[config.mk]
export PLATFORM = sky130hd
export DESIGN_NAME = sdr_refresh_sched
export DESIGN_NICKNAME = d
export VERILOG_FILES = /design/src/rtl/sdr_ref_pkg.sv /design/src/rtl/ref_interval_timer.sv /design/src/rtl/ref_credit_counter.sv /design/src/rtl/ref_cmd_sequencer.sv /design/src/rtl/sdr_refresh_sched.sv
export SDC_FILE = /design/constraint.sdc
export NUM_CORES = 1
export LEC_CHECK = 0
export ABC_AREA = 1
export BUFFER_PORTS_ARGS = -buffer_cell sky130_fd_sc_hd__buf_2
export CORE_UTILIZATION = 40
export CTS_BUF_LIST = sky130_fd_sc_hd__clkbuf_4 sky130_fd_sc_hd__clkbuf_8 sky130_fd_sc_hd__clkbuf_16
export CTS_CLUSTER_SIZE = 8
export DETAILED_ROUTE_END_ITERATION = 8
export GPL_ROUTABILITY_DRIVEN = 0
export REMOVE_ABC_BUFFERS = 1
export SETUP_SLACK_MARGIN = 0.02
export SYNTH_ARGS = -nofsm -noshare
export SYNTH_HDL_FRONTEND = slang
export SYNTH_SLANG_ARGS = --single-unit
[constraint.sdc]
create_clock -name clk -period 4.4 [get_ports clk]
set_input_delay 0.88 -clock clk [delete_from_list [all_inputs] [get_ports clk]]
set_output_delay 0.88 -clock clk [all_outputs]
set_load 0.005 [all_outputs]
[src/rtl/sdr_ref_pkg.sv]
// Package: shared types for the refresh scheduler.
// Holds the sequencer state encoding and the command-line bundle with its
// fixed encodings {cs_n, ras_n, cas_n, we_n, a10}.
package sdr_ref_pkg;

    typedef enum logic [2:0] {
        SQ_IDLE    = 3'd0,
        SQ_PRECH   = 3'd1,
        SQ_WAIT_RP = 3'd2,
        SQ_AREF    = 3'd3,
        SQ_WAIT_RC = 3'd4
    } seq_state_t;

    typedef struct packed {
        logic cs_n;
        logic ras_n;
        logic cas_n;
        logic we_n;
        logic a10;
    } sdr_cmd_t;

    localparam sdr_cmd_t CMD_DESEL   = 5'b1111_0;
    localparam sdr_cmd_t CMD_PRE_ALL = 5'b0010_1;
    localparam sdr_cmd_t CMD_AREF    = 5'b0001_0;

endpackage

[src/rtl/ref_interval_timer.sv]
// Module: ref_interval_timer
// Free-running counter that pulses tick for one cycle every INTERVAL_CLKS
// clock edges. The first pulse is visible after edge INTERVAL_CLKS-1, so the
// credit it feeds changes at edge INTERVAL_CLKS.
// Assumes INTERVAL_CLKS >= 2.
module ref_interval_timer #(
    parameter int INTERVAL_CLKS = 1039
) (
    input  logic clk,
    input  logic rst_n,
    output logic tick
);
    localparam int CW = (INTERVAL_CLKS > 1) ? $clog2(INTERVAL_CLKS) : 1;
    localparam logic [CW-1:0] LAST = CW'(INTERVAL_CLKS - 1);

    logic [CW-1:0] cnt;

    // Advance the interval count and wrap at the last position.
    always_ff @(posedge clk) begin
        if (!rst_n) begin
            cnt <= '0;
        end else if (cnt == LAST) begin
            cnt <= '0;
        end else begin
            cnt <= cnt + 1'b1;
        end
    end

    // Tick marks the final cycle of each interval.
    always_comb begin
        tick = (cnt == LAST);
    end


    tick_single_chk: assert property (@(posedge clk) disable iff (!rst_n)
        tick |=> !tick)
        else $error("interval tick lasted more than one cycle");

endmodule

[src/rtl/ref_credit_counter.sv]
// Module: ref_credit_counter
// Counts owed refreshes: +1 per interval tick and -1 per issued refresh,
// saturating at MAX_OWED. A tick arriving at the ceiling is dropped.
// Reports whether anything is owed and whether the ceiling is reached.
// Assumes consume is raised only while pending is high.
module ref_credit_counter #(
    parameter int MAX_OWED = 8
) (
    input  logic clk,
    input  logic rst_n,
    input  logic tick,
    input  logic consume,
    output logic pending,
    output logic urgent
);
    localparam int OW = $clog2(MAX_OWED + 1);
    localparam logic [OW-1:0] CEIL = OW'(MAX_OWED);

    logic [OW-1:0] owed;

    // Update the owed count from interval ticks and issued refreshes.
    always_ff @(posedge clk) begin
        if (!rst_n) begin
            owed <= '0;
        end else begin
            unique case ({tick, consume})
                2'b10:   if (owed != CEIL) owed <= owed + 1'b1;
                2'b01:   if (owed != '0)   owed <= owed - 1'b1;
                default: owed <= owed;
            endcase
        end
    end

    // Derive the request and urgency flags from the count.
    always_comb begin
        pending = (owed != '0);
        urgent  = (owed == CEIL);
    end


    owed_ceiling_chk: assert property (@(posedge clk) disable iff (!rst_n)
        owed <= CEIL)
        else $error("owed credit above its ceiling");


    consume_needs_credit_chk: assert property (@(posedge clk) disable iff (!rst_n)
        consume |-> pending)
        else $error("refresh issued with no credit owed");

endmodule

[src/rtl/ref_cmd_sequencer.sv]
// Module: ref_cmd_sequencer
// Request/grant state machine that owns the command lines during a refresh
// burst: an optional precharge-all, a wait of TRP_CLKS, then one auto refresh
// per owed credit, each followed by a wait of TRC_CLKS.
// Assumes TRP_CLKS >= 1 and TRC_CLKS >= 2, and that banks_idle is valid at
// the grant edge.
module ref_cmd_sequencer
    import sdr_ref_pkg::*;
#(
    parameter int TRP_CLKS = 2,
    parameter int TRC_CLKS = 8
) (
    input  logic     clk,
    input  logic     rst_n,
    input  logic     pending,
    input  logic     ack,
    input  logic     banks_idle,
    output logic     req,
    output logic     busy,
    output logic     consume,
    output logic     cmd_en,
    output sdr_cmd_t cmd
);
    localparam int DMAX = (TRP_CLKS > TRC_CLKS) ? TRP_CLKS : TRC_CLKS;
    localparam int DW   = $clog2(DMAX + 1);
    localparam logic [DW-1:0] RP_LOAD = DW'((TRP_CLKS >= 2) ? TRP_CLKS - 2 : 0);
    localparam logic [DW-1:0] RC_LOAD = DW'(TRC_CLKS - 2);
    localparam logic [DW-1:0] RC_FULL = DW'(TRC_CLKS);

    seq_state_t    state;
    logic [DW-1:0] dly;

    // Step through the precharge, refresh and wait phases of a grant.
    always_ff @(posedge clk) begin
        if (!rst_n) begin
            state <= SQ_IDLE;
            dly   <= '0;
        end else begin
            unique case (state)
                SQ_IDLE: begin
                    if (pending && ack) begin
                        state <= banks_idle ? SQ_AREF : SQ_PRECH;
                    end
                end
                SQ_PRECH: begin
                    dly   <= RP_LOAD;
                    state <= (TRP_CLKS <= 1) ? SQ_AREF : SQ_WAIT_RP;
                end
                SQ_WAIT_RP: begin
                    if (dly == '0) state <= SQ_AREF;
                    else           dly   <= dly - 1'b1;
                end
                SQ_AREF: begin
                    dly   <= RC_LOAD;
                    state <= SQ_WAIT_RC;
                end
                SQ_WAIT_RC: begin
                    if (dly == '0) state <= pending ? SQ_AREF : SQ_IDLE;
                    else           dly   <= dly - 1'b1;
                end
                default: state <= SQ_IDLE;
            endcase
        end
    end

    // Decode the handshake outputs and command lines from the state.
    always_comb begin
        req     = (state == SQ_IDLE) && pending;
        busy    = (state != SQ_IDLE);
        consume = (state == SQ_AREF);
        cmd_en  = (state == SQ_AREF) || (state == SQ_PRECH);
        unique case (state)
            SQ_PRECH: cmd = CMD_PRE_ALL;
            SQ_AREF:  cmd = CMD_AREF;
            default:  cmd = CMD_DESEL;
        endcase
    end

    // Checker-side count of cycles since the last refresh, capped at TRC_CLKS.
    logic [DW-1:0] since_ref;
    logic          ref_seen;
    always_ff @(posedge clk) begin
        if (!rst_n) begin
            since_ref <= '0;
            ref_seen  <= 1'b0;
        end else if (state == SQ_AREF) begin
            since_ref <= DW'(1);
            ref_seen  <= 1'b1;
        end else if (since_ref < RC_FULL) begin
            since_ref <= since_ref + 1'b1;
        end
    end


    ref_spacing_chk: assert property (@(posedge clk) disable iff (!rst_n)
        (cmd_en && ref_seen) |-> (since_ref == RC_FULL))
        else $error("command issued inside the row-cycle window");


    req_quiet_busy_chk: assert property (@(posedge clk) disable iff (!rst_n)
        busy |-> !req)
        else $error("request raised while bus held");


    drained_on_release_chk: assert property (@(posedge clk) disable iff (!rst_n)
        $fell(busy) |-> $past(!pending))
        else $error("bus released with credit still owed");

endmodule

[src/rtl/sdr_refresh_sched.sv]
// Module: sdr_refresh_sched (top)
// Periodic refresh scheduler for an SDRAM command controller. Derives the
// refresh interval from the clock rate and a 64 ms / 8192 budget, keeps
// owed credit, and runs the precharge/refresh sequence on a req/ack grant.
// Assumes the controller holds clock enable high and yields the command
// lines to this block while ref_busy is high.
module sdr_refresh_sched
    import sdr_ref_pkg::*;
#(
    parameter int CLK_MHZ         = 133,
    parameter int WINDOW_MS       = 64,
    parameter int REFS_PER_WINDOW = 8192,
    parameter int TRC_NS          = 60,
    parameter int TRP_NS          = 15,
    parameter int MAX_OWED        = 8,
    parameter int INTERVAL_CLKS   = (CLK_MHZ * 1000 * WINDOW_MS) / REFS_PER_WINDOW,
    parameter int TRC_CLKS        = (TRC_NS * CLK_MHZ + 999) / 1000,
    parameter int TRP_CLKS        = (TRP_NS * CLK_MHZ + 999) / 1000
) (
    input  logic clk,
    input  logic rst_n,
    input  logic banks_idle,
    input  logic ref_ack,
    output logic ref_req,
    output logic ref_urgent,
    output logic ref_busy,
    output logic cmd_en,
    output logic cmd_cs_n,
    output logic cmd_ras_n,
    output logic cmd_cas_n,
    output logic cmd_we_n,
    output logic cmd_a10
);
    localparam int TRC_EFF = (TRC_CLKS < 2) ? 2 : TRC_CLKS;
    localparam int TRP_EFF = (TRP_CLKS < 1) ? 1 : TRP_CLKS;
    localparam int INT_EFF = (INTERVAL_CLKS < 2) ? 2 : INTERVAL_CLKS;

    logic     tick;
    logic     consume;
    logic     pending;
    sdr_cmd_t cmd;

    ref_interval_timer #(
        .INTERVAL_CLKS(INT_EFF)
    ) u_timer (
        .clk  (clk),
        .rst_n(rst_n),
        .tick (tick)
    );

    ref_credit_counter #(
        .MAX_OWED(MAX_OWED)
    ) u_credit (
        .clk    (clk),
        .rst_n  (rst_n),
        .tick   (tick),
        .consume(consume),
        .pending(pending),
        .urgent (ref_urgent)
    );

    ref_cmd_sequencer #(
        .TRP_CLKS(TRP_EFF),
        .TRC_CLKS(TRC_EFF)
    ) u_seq (
        .clk       (clk),
        .rst_n     (rst_n),
        .pending   (pending),
        .ack       (ref_ack),
        .banks_idle(banks_idle),
        .req       (ref_req),
        .busy      (ref_busy),
        .consume   (consume),
        .cmd_en    (cmd_en),
        .cmd       (cmd)
    );

    // Spread the command bundle onto the individual lines.
    always_comb begin
        cmd_cs_n  = cmd.cs_n;
        cmd_ras_n = cmd.ras_n;
        cmd_cas_n = cmd.cas_n;
        cmd_we_n  = cmd.we_n;
        cmd_a10   = cmd.a10;
    end


    urgent_served_chk: assert property (@(posedge clk) disable iff (!rst_n)
        ref_urgent |-> (ref_req || ref_busy))
        else $error("urgent credit neither requested nor being served");


    refresh_from_grant_chk: assert property (@(posedge clk) disable iff (!rst_n)
        (ref_req && ref_ack && banks_idle) |=> (cmd_en && !cmd_cas_n && cmd_we_n))
        else $error("idle-bank grant did not refresh at once");

endmodule

==> impl_metrics.csv <==
group,metric,value,unit
routing,route.vias.total,1159,
global_route,grt_pass1_wl,4.41,mm
yosys,synth_fa_ha_area_share,7.47,%
die,die-height,59.9,um
cts,clock_path_buffers,2,
yosys,ys_seq_area_share,32.9,%
timing,fin_crit,2.23,ns
timing,finClkSkew,0.00994,ns
place,place_area,1440,um^2
finish,layout-drive-gt1-share,19.8,%
yosys,ys.flop_type,"dfxtp_1",
yosys,synthTopCellsByArea,"dfxtp_1, nand2_1, nor2_1",
yosys,synth_edf_count,0,
finish,fin_cells,251,
die,start_util,42.8,%
worst_setup_path,r2r_start,"u_timer.cnt[0]",
worst_setup_path,worstPathMaxFanout,5,
finish,areaGrowthSynthToFinish,9.15,%
die,rows,20,
yosys,syn_inst,194,
yosys,synthesis.area,1340,um^2
timing,min_period_over_period,50.8,%
worst_setup_path,cp.arrival,1.35,ns
power_and_ir_drop,peakVddDrop,81.4,uV
cts,htree_levels,1,
die,core,3130,um^2
cts,cts_root_buf,"clkbuf_4",
cts,post_cts_resized,0,
worst_setup_path,startpoint_type,"register",
cts,clk_pin_slew,0.12,ns
yosys,synth_cell_type_count,25,
worst_setup_path,r2r-end,"u_credit.owed[2]",
worst_hold_path,hp-start,"u_timer.cnt[0]",
die,io_pins,13,
place,io_buffers,12,
flow_run,maxCapViolations,0,
finish,final_nets,221,
finish,stdcell_area,1460,um^2
finish,antenna_cells,0,
worst_setup_path,endpoint,"ref_req",
cts,cts_hold_buf,0,
yosys,synth_top_family_by_area,"simple AND/OR/NAND/NOR gates",
yosys,synthMuxAreaShare,0,%
cts,clock-sinks,22,
routing,drc,0,
yosys,synth_compound_area_share,8.31,%
timing,grt_setup_unrepaired,"false",
global_route,antenna_found_initial,0,
yosys,synth_warnings,0,
worst_setup_path,required,3.52,ns
status,status,"finished clean",
finish,multi_input_area,761,um^2
timing,finalHoldViolations,0,
routing,drt_iter0_markers,44,
routing,post_drt_wl_per_cell,9.94,um
cts,cts_tree,"done",
yosys,yosysTopAreaCellShare,32.9,%
worst_hold_path,min_path_type,"reg -> reg",
routing,ant_nets,0,
timing,drv_slew,0,
finish,seqCellArea,440,um^2
yosys,synth.largest_area_cell,"dfxtp_1",
yosys,synth-seq-cells,22,
timing,clock.fmax,0.447,GHz
timing,tns,0,ns
global_route,gr-total-overflow,0,
yosys,yosys.area_share.simple,36.4,%
die,die_w,59.9,um
cts,numCtsBuffers,3,
yosys,synthXorXnorAreaFrac,4.58,%
global_route,grt.total_usage,16.3,%
global_route,grt_max_degree,12,
cts,clkLatencyLatePin,0.31,ns
timing,worst_pin_slew,0.385,ns
worst_setup_path,cp-end-kind,"primary output",
routing,wl,2.50,mm
worst_setup_path,crit_start,"u_seq.state[1]",
timing,max-slew-margin-rel,74.3,%
place,dp.cells,248,
worst_setup_path,reg2reg_depth,13,
routing,via_per_inst,4.62,
yosys,syn_area_per_cell,6.91,um^2
power_and_ir_drop,leakagePower,0.702,nW
worst_setup_path,path_class,"reg -> out",
routing,dr.pass1.iters,4,
cts,post_cts_buffers,0,
worst_setup_path,r2r_slack,2.42,ns
timing,setup_viol,0,
place,dp_hpwl,1.98,mm
die,die-area,3590,um^2
yosys,async_flop_share,0,%
power_and_ir_drop,pwr_density_cell,210,nW/um^2
global_route,grt_pass1_vias,1120,
finish,fillers,353,
-- layer usage --
| layer | vias to the layer above | part of all wire (%) | track usage [%] |
|---|---|---|---|
| met2 | 10 | 49 | 28.6 |
| met4 | 0 | 1.7 | 8.31 |
| li1 | 624 | - | - |
| met3 | 5 | 2.5 | 3.03 |
| met1 | 520 | 46 | 18.7 |
| met5 | - | 0 | 0 |
-- cell type report --
| type | count | share of cell area (%) |
|---|---|---|
| inverters | 33 | 8.47 |
| clock buffers | 3 | 1.54 |
| multi-input cells | 137 | 52.0 |
| flip-flops and latches | 22 | 30.1 |
| well taps | 44 | 3.76 |
| repair buffers | 12 | 4.11 |
-- layout by cell type (no fill, tap or decap) --
cell,Yosys,layout
nand2_1,39,39
nor2_1,31,31
inv_1,27,27
dfxtp_1,22,22
buf_2,0,12
ha_1,8,8
a21oi_1,7,7
o21ai_1,7,7
inv_2,6,6
nand3_1,6,6
xor2_1,5,5
nor2_2,4,4
nor3_1,4,4
nand2_2,4,4
nand4_1,3,3
o21ai_0,3,3
a21oi_2,3,3
nand2_4,3,3
clkbuf_4,0,3
nor2_4,2,2
xnor2_1,2,2
nand3_2,2,2
or2_1,1,1
nor3_2,1,1
or2_2,1,1
nand3b_1,1,1
-- worst max-delay path, stage by stage, from the launching register on --
cell,delay (ns)
dfxtp_1,0.38
inv_2,0.10
nand2_1,0.06
nor2_1,0.19
inv_1,0.08
a21oi_1,0.11
buf_2,0.12
-- metrics by stage --
step	total power [W]	utilization (%)	hold slack, ns	worst slack (ns)
2_1_floorplan	0.000215	-	0.430	2.56
3_3_place_gp	0.000219	46.0	0.442	2.48
3_5_place_dp	0.000219	46.0	0.456	2.44
4_1_cts	0.000314	46.8	0.486	2.14
5_1_grt	0.000322	46.8	0.528	2.05
6_report	0.000306	46.8	0.477	2.17
-- Yosys cell counts, types with 2 or more instances --
cell      n
o21ai_1   7
xor2_1    5
inv_2     6
a21oi_1   7
nand2_4   3
nor2_2    4
o21ai_0   3
nor3_1    4
nand2_2   4
inv_1    27
nand3_2   2
dfxtp_1  22
nand4_1   3
nand2_1  39
nor2_1   31
xnor2_1   2
ha_1      8
buf_4     2
a21oi_2   3
nand3_1   6
nor2_4    2
-- worst min path at each step --
stage / cells past startpoint / end / slack (ns)
2_1_floorplan: 1 / u_timer.cnt[0] / 0.43
3_3_place_gp: 1 / u_timer.cnt[0] / 0.44
3_5_place_dp: 1 / u_timer.cnt[0] / 0.46
4_1_cts: 1 / u_timer.cnt[0] / 0.49
5_1_grt: 2 / u_timer.cnt[6] / 0.53
6_report: 1 / u_timer.cnt[0] / 0.48
-- sequential cells by signal, summed over array words and instances (netlist names) --
register,cells
u_seq.dly,4
u_credit.owed,4
u_seq.state,3
u_timer.cnt,11
-- power by group --
part / leakage, nW / switching [W] / internal (W)
Clock: 0.0138 / 0.0000597 / 0.0000320
Sequential: 0.178 / 0.00000221 / 0.000201
Combinational: 0.510 / 0.00000666 / 0.00000438
-- cells by family (layout without fill, tap and decap cells) --
group           count (synthesis)  count (layout)
fa+ha+maj                       8               8
xor+xnor                        7               7
buf+inv                        35              48
compound gates                 20              20
flops                          22              22
simple gates                  102             102
(Power assumes the default switching activity.)
